===== src/rtl/busy_watch_pkg.sv =====
package busy_watch_pkg;

  // Strobes passed from control to datapath each cycle.
  typedef struct packed {
    logic tick;      // qualification tick from the prescaler
    logic clrLatch;  // clear all edge flags
    logic clrMon;    // clear all long-busy flags
  } bwStrobe_t;

endpackage


===== src/rtl/busy_watch_sync.sv =====
module busy_watch_sync #(
  parameter int LINES  = 16,
  parameter int STAGES = 2
) (
  input  logic             clk,
  input  logic             rstN,
  input  logic [LINES-1:0] asyncIn,
  output logic [LINES-1:0] syncOut
);

  logic [LINES-1:0] stageQ [STAGES];

  genvar g;
  generate
    for (g = 0; g < STAGES; g++) begin : gStage
      if (g == 0) begin : gFirst
        always_ff @(posedge clk or negedge rstN) begin
          if (!rstN) stageQ[g] <= '0;
          else       stageQ[g] <= asyncIn;
        end
      end else begin : gNext
        always_ff @(posedge clk or negedge rstN) begin
          if (!rstN) stageQ[g] <= '0;
          else       stageQ[g] <= stageQ[g-1];
        end
      end
    end
  endgenerate

  assign syncOut = stageQ[STAGES-1];

endmodule


===== src/rtl/busy_watch_ctrl.sv =====
module busy_watch_ctrl
  import busy_watch_pkg::*;
#(
  parameter int PRESCALE_W = 4
) (
  input  logic      clk,
  input  logic      rstN,
  input  logic      wrLatch,
  input  logic      wrMon,
  output bwStrobe_t strobe
);

  localparam logic [PRESCALE_W-1:0] LAST = {PRESCALE_W{1'b1}};

  logic [PRESCALE_W-1:0] preCnt;

  always_ff @(posedge clk or negedge rstN) begin
    if (!rstN) preCnt <= '0;
    else       preCnt <= preCnt + 1'b1;
  end

  always_comb begin
    strobe.tick     = (preCnt == LAST);
    strobe.clrLatch = wrLatch;
    strobe.clrMon   = wrMon;
  end

  AST_TICK_SINGLE: assert property (@(posedge clk) disable iff (!rstN)
    strobe.tick |=> !strobe.tick);

endmodule


===== src/rtl/busy_watch_dp.sv =====
module busy_watch_dp
  import busy_watch_pkg::*;
#(
  parameter int LINES = 16
) (
  input  logic             clk,
  input  logic             rstN,
  input  logic [LINES-1:0] busySync,
  input  bwStrobe_t        strobe,
  output logic [LINES-1:0] latchQ,
  output logic [LINES-1:0] monQ
);

  logic [LINES-1:0] prevQ;
  logic [LINES-1:0] seenQ;
  logic [LINES-1:0] edgeVec;
  logic [LINES-1:0] monSet;

  genvar i;
  generate
    for (i = 0; i < LINES; i++) begin : gLine
      assign edgeVec[i] = busySync[i] & ~prevQ[i];
      assign monSet[i]  = busySync[i] & strobe.tick & seenQ[i];

      always_ff @(posedge clk or negedge rstN) begin
        if (!rstN) begin
          prevQ[i]  <= 1'b0;
          seenQ[i]  <= 1'b0;
          latchQ[i] <= 1'b0;
          monQ[i]   <= 1'b0;
        end else begin
          prevQ[i] <= busySync[i];
          if (!busySync[i])     seenQ[i] <= 1'b0;
          else if (strobe.tick) seenQ[i] <= 1'b1;
          // a same-cycle set wins over the clearing write
          latchQ[i] <= edgeVec[i] | (latchQ[i] & ~strobe.clrLatch);
          monQ[i]   <= monSet[i]  | (monQ[i]   & ~strobe.clrMon);
        end
      end
    end
  endgenerate

  AST_LATCH_ON_HIGH: assert property (@(posedge clk) disable iff (!rstN)
    ((latchQ & ~$past(latchQ)) & ~$past(busySync)) == '0);

  AST_LATCH_STICKY: assert property (@(posedge clk) disable iff (!rstN)
    !$past(strobe.clrLatch) |-> (($past(latchQ) & ~latchQ) == '0));

  AST_MON_ON_TICK: assert property (@(posedge clk) disable iff (!rstN)
    !$past(strobe.tick) |-> ((monQ & ~$past(monQ)) == '0));

  AST_MON_HELD_HIGH: assert property (@(posedge clk) disable iff (!rstN)
    ((monQ & ~$past(monQ)) & ~($past(busySync) & $past(busySync, 2))) == '0);

  AST_LATCH_CLEAR: assert property (@(posedge clk) disable iff (!rstN)
    $past(strobe.clrLatch) |-> ((latchQ & ~$past(busySync)) == '0));

  AST_MON_CLEAR: assert property (@(posedge clk) disable iff (!rstN)
    ($past(strobe.clrMon) && !$past(strobe.tick)) |-> (monQ == '0));

endmodule


===== src/rtl/busy_watch_regs.sv =====
module busy_watch_regs
  import busy_watch_pkg::*;
#(
  parameter int LINES      = 16,
  parameter int SYNC_DEPTH = 2,
  parameter int PRESCALE_W = 4
) (
  input  logic             clk,
  input  logic             rstN,
  input  logic [LINES-1:0] busyIn,
  input  logic             wrLatch,
  input  logic             wrMon,
  output logic [LINES-1:0] liveRd,
  output logic [LINES-1:0] latchRd,
  output logic [LINES-1:0] monRd
);

  bwStrobe_t        strobe;
  logic [LINES-1:0] busySync;

  assign liveRd = busyIn;

  busy_watch_sync #(.LINES(LINES), .STAGES(SYNC_DEPTH)) sync_i (
    .clk     (clk),
    .rstN    (rstN),
    .asyncIn (busyIn),
    .syncOut (busySync)
  );

  busy_watch_ctrl #(.PRESCALE_W(PRESCALE_W)) ctrl_i (
    .clk     (clk),
    .rstN    (rstN),
    .wrLatch (wrLatch),
    .wrMon   (wrMon),
    .strobe  (strobe)
  );

  busy_watch_dp #(.LINES(LINES)) dp_i (
    .clk      (clk),
    .rstN     (rstN),
    .busySync (busySync),
    .strobe   (strobe),
    .latchQ   (latchRd),
    .monQ     (monRd)
  );

  AST_LIVE_PASS: assert property (@(posedge clk) disable iff (!rstN)
    liveRd == busyIn);

endmodule


===== config.mk =====
export PLATFORM = sky130hd
export DESIGN_NAME = busy_watch_regs
export DESIGN_NICKNAME = d
export VERILOG_FILES = /design/src/rtl/busy_watch_pkg.sv /design/src/rtl/busy_watch_sync.sv /design/src/rtl/busy_watch_ctrl.sv /design/src/rtl/busy_watch_dp.sv /design/src/rtl/busy_watch_regs.sv
export SDC_FILE = /design/constraint.sdc
export NUM_CORES = 1
export LEC_CHECK = 0
export BUFFER_PORTS_ARGS = -buffer_cell sky130_fd_sc_hd__buf_4
export CORE_UTILIZATION = 40
export CTS_CLUSTER_SIZE = 20
export DETAILED_ROUTE_END_ITERATION = 8
export HOLD_SLACK_MARGIN = 0.12
export PLACE_DENSITY = 0.68
export REMOVE_ABC_BUFFERS = 1
export SETUP_SLACK_MARGIN = 0.15
export SYNTH_ARGS = -nofsm -noshare
export SYNTH_HDL_FRONTEND = slang
export SYNTH_SLANG_ARGS = --single-unit
export TNS_END_PERCENT = 5

===== constraint.sdc =====
create_clock -name clk -period 2.7 [get_ports clk]
set_input_delay 0.675 -clock clk [delete_from_list [all_inputs] [get_ports clk]]
set_output_delay 0.675 -clock clk [all_outputs]
set_load 0.01 [all_outputs]

==> results_tabular.tex <==
\begin{tabular}{lr}
\hline
Metric & Value \\
\hline
\multicolumn{2}{l}{\textbf{Global routing}} \\
\quad Total global routing overflow & 0 \\
\quad Vias in the first global route & 1882 \\
\quad First-pass GRT wire length & 8.78 mm \\
\quad Overall global routing resource usage & 13.7\% \\
\quad Maximum number of pins on one net before global-route repair & 57 \\
\quad Number of antenna violations at the first check in global routing & 0 \\
\multicolumn{2}{l}{\textbf{CTS}} \\
\quad TritonCTS clock tree & yes \\
\quad Maximum level of the CTS H-tree & 3 \\
\quad Clock edge transition at the registers on the reported setup and hold paths & 0.08 ns \\
\quad Insertion delay of the later-clocked pin in the worst-skew pair & 0.34 ns \\
\quad Clock Tree Buf Depth & 2 \\
\quad TritonCTS sink count & 100 \\
\quad Number of buffers added to fix hold violations after cts & 0 \\
\quad Clock buffers created by TritonCTS & 9 \\
\quad Root buffer cell & clkbuf\_8 \\
\quad Post-CTS Repair Setup Buffers & 0 \\
\quad Count of instances resized after the clock tree is built & 0 \\
\multicolumn{2}{l}{\textbf{STA}} \\
\quad Max-Slew Margin vs Limit & 49.7\% \\
\quad Peak clock frequency supported by timing & 626 MHz \\
\quad Final period demand of the worst path & 1.60 ns \\
\quad Final Hold Vio Count & 0 \\
\quad Max-slew violation total from the final report & 0 \\
\quad Setup\_tns & 0 ns \\
\quad Final count of negative-setup-slack endpoints & 0 \\
\quad Worst-case clock skew & 0.00866 ns \\
\quad Final cycle utilization of the critical path & 59.1\% \\
\quad Unrepaired setup endpoints after global routing & no \\
\quad Slew at the pin closest to its max-slew limit & 0.755 ns \\
\multicolumn{2}{l}{\textbf{Floorplan}} \\
\quad Effective utilization at floorplan & 41.8\% \\
\quad Std-Cell Core Area & 7850 sq um \\
\quad Top-level port count & 68 \\
\quad Die Ht & 92.6 um \\
\quad Die area & 8570 sq um \\
\quad Die width & 92.6 um \\
\quad Placement Rows & 32 \\
\multicolumn{2}{l}{\textbf{Synthesis}} \\
\quad Compound-cell area share of the yosys netlist & 9.76\% \\
\quad Post-Syn Instances & 242 \\
\quad Fraction of synthesized cell area in xor and xnor cells & 0.534\% \\
\quad Ranking of synthesized cells by area & dfrtp\_1, o22ai\_1, inv\_1 \\
\quad Simple-gate area share of the yosys netlist & 2.48\% \\
\quad Top cell type's share of synthesized area & 76.2\% \\
\quad Synth Warn \# & 0 \\
\quad Library cell with the largest summed area after synthesis & dfrtp\_1 \\
\quad Sequential cell area fraction in the yosys report & 76.2\% \\
\quad Netlist Area Pre-Place & 3280 sq um \\
\quad Number of different library cells in the post-synthesis netlist & 15 \\
\quad Dominant combinational cell family by area after synthesis & buffers and inverters \\
\quad Adder and majority cell fraction of the synthesized area & 0.381\% \\
\quad Mux contribution to synthesized area & 0\% \\
\quad Flops \& latches, synth & 100 \\
\quad Average cell area after synthesis & 13.6 sq um \\
\multicolumn{2}{l}{\textbf{Critical path}} \\
\quad Top Family by Delay on Critical Path & buffers and inverters \\
\quad Worst reg2reg path endpoint & dp\_i.seenQ[0]\$\_DFFE\_PN0P\_ \\
\quad Crit Path Category & in -> out \\
\quad Max FO, Critical Path & 2 \\
\quad Startpoint Class & input pin \\
\quad Data required, critical path & 2.03 ns \\
\quad Critical-path cell list & buf\_4 > buf\_4 \\
\quad Cell depth of the worst flop-to-flop path & 3 \\
\quad Slowest library cell on the worst path & buf\_4 \\
\quad Arrival time worst endpoint & 0.92 ns \\
\quad Reg-to-reg setup timing slack & 1.17 ns \\
\quad Crit. End Element & output port \\
\quad Cell occurring most often along the worst timing path & buf\_4 \\
\quad Worst path bufs/invs & 2 \\
\quad Source of the critical timing path & busyIn[4] \\
\quad Highest cell delay on the worst timing path & 0.13 ns \\
\quad Reg2reg start & ctrl\_i.preCnt[0]\$\_DFF\_PN0\_ \\
\multicolumn{2}{l}{\textbf{Pwr}} \\
\quad Static power due to leakage & 0.00195 uW \\
\quad Worst ir drop on vdd & 291 uV \\
\quad Cell area power density & 654 nW/um\^{}2 \\
\quad Power consumption & 2560 uW \\
\multicolumn{2}{l}{\textbf{Route}} \\
\quad DRC viols & 0 \\
\quad Iteration-0 DRC count of the detailed router & 68 \\
\quad Total number of vias & 1790 \\
\quad Post-DRT Antenna Nets & 0 \\
\quad Aggregate routed wire length & 5.21 mm \\
\quad Drt wl/cell & 13.0 um \\
\quad Number of detailed-route iterations in the first pass & 4 \\
\quad DR vias/cell & 4.45 \\
\multicolumn{2}{l}{\textbf{Flow run}} \\
\quad Maximum Capacitance Violations & 0 \\
\multicolumn{2}{l}{\textbf{Layout}} \\
\quad Register cell area after layout & 2500 sq um \\
\quad Commonest cells after routing, fill and taps aside & dfrtp\_1, buf\_4, inv\_1 \\
\quad Fillcell total & 725 \\
\quad Multi-input combinational cell area & 432 sq um \\
\quad Ratio of cells with drive above 1 in the final layout & 27.0\% \\
\quad Final cell count without fillers & 402 \\
\quad Total inserted antenna cells & 0 \\
\quad Layout-stage area growth over the synthesis result & 19.5\% \\
\quad Most common cell after layout, fill and taps aside & dfrtp\_1 \\
\quad Number of nets in the final layout & 319 \\
\multicolumn{2}{l}{\textbf{Place}} \\
\quad Final HPWL DP & 3.28 mm \\
\quad GP Congestion & 0.629 \\
\quad Instance count after placement with tap cells included & 389 \\
\quad Port Buffers & 67 \\
\multicolumn{2}{l}{\textbf{Status}} \\
\quad Run status & completed \\
\multicolumn{2}{l}{\textbf{Hold path}} \\
\quad Worst hold-check path type & in -> async \\
\hline
\end{tabular}
==> per-layer routing <==
| layer | vias up | routed length (um) | global-route usage [%] |
|---|---|---|---|
| li1 | 860 | - | - |
| met1 | 869 | 2450 | 17.5 |
| met2 | 54 | 2430 | 21.7 |
| met3 | 7 | 270 | 5.25 |
| met4 | 0 | 57 | 4.43 |
| met5 | - | 0 | 0 |
==> synth_stat cells (all sizes together) <==
library cell / instances
dfrtp: 100
inv: 49
o22ai: 32
buf: 21
nand2: 16
o21a: 16
clkbuf: 2
nand3: 2
and3: 1
ha: 1
xnor2: 1
xor2: 1
==> metrics by stage <==
step	setup WS, ns	util [%]	area (sq um)	hold slack, ns
2_1_floorplan	1.35	-	3120	0.331
3_3_place_gp	1.10	48.0	3770	0.333
3_5_place_dp	1.10	48.0	3770	0.335
4_1_cts	1.10	50.0	3920	0.324
5_1_grt	1.04	50.0	3920	0.345
6_report	1.10	50.0	3920	0.313
==> flip-flops by register name (all words and copies together) (netlist names) <==
name            cells
sync_i.stageQ      16
dp_i.monQ          16
dp_i.prevQ         16
dp_i.seenQ         16
sync_i.syncOut     16
dp_i.latchQ        16
ctrl_i.preCnt       4
==> logic make-up after synthesis <==
logic type / Yosys count
buffers and inverters: 72
AO/OA/AOI/OAI: 48
adder cells (fa/ha/maj): 1
XOR/XNOR: 2
AND/OR/NAND/NOR: 19
flip-flops: 100
==> cell type report <==
| type | instances | area share, % |
|---|---|---|
| sequential | 100 | 63.8 |
| clock inverter | 2 | 0.351 |
| timing repair buffer | 68 | 13.3 |
| multi-input combinational | 70 | 11.0 |
| inverter | 49 | 4.69 |
| clock buffer | 11 | 3.60 |
| tap | 102 | 3.25 |
==> worst max-delay path by stage <==
| stage | to | depth (start not counted) |
|---|---|---|
| 6_report | liveRd[4] | 2 |
| 5_1_grt | dp_i.seenQ[0]$_DFFE_PN0P_ | 3 |
| 4_1_cts | monRd[11] | 1 |
| 3_5_place_dp | liveRd[4] | 2 |
| 3_3_place_gp | liveRd[4] | 2 |
| 2_1_floorplan | liveRd[0] | 0 |
==> report_power, final <==
group	internal (uW)	switching, uW	leakage [uW]
logic	84.4	90.3	0.000631
clock network	346	443	0.0000811
registers	1570	35.7	0.00123
total	2000	569	0.00195
Power figures use the tool's default switching activity.
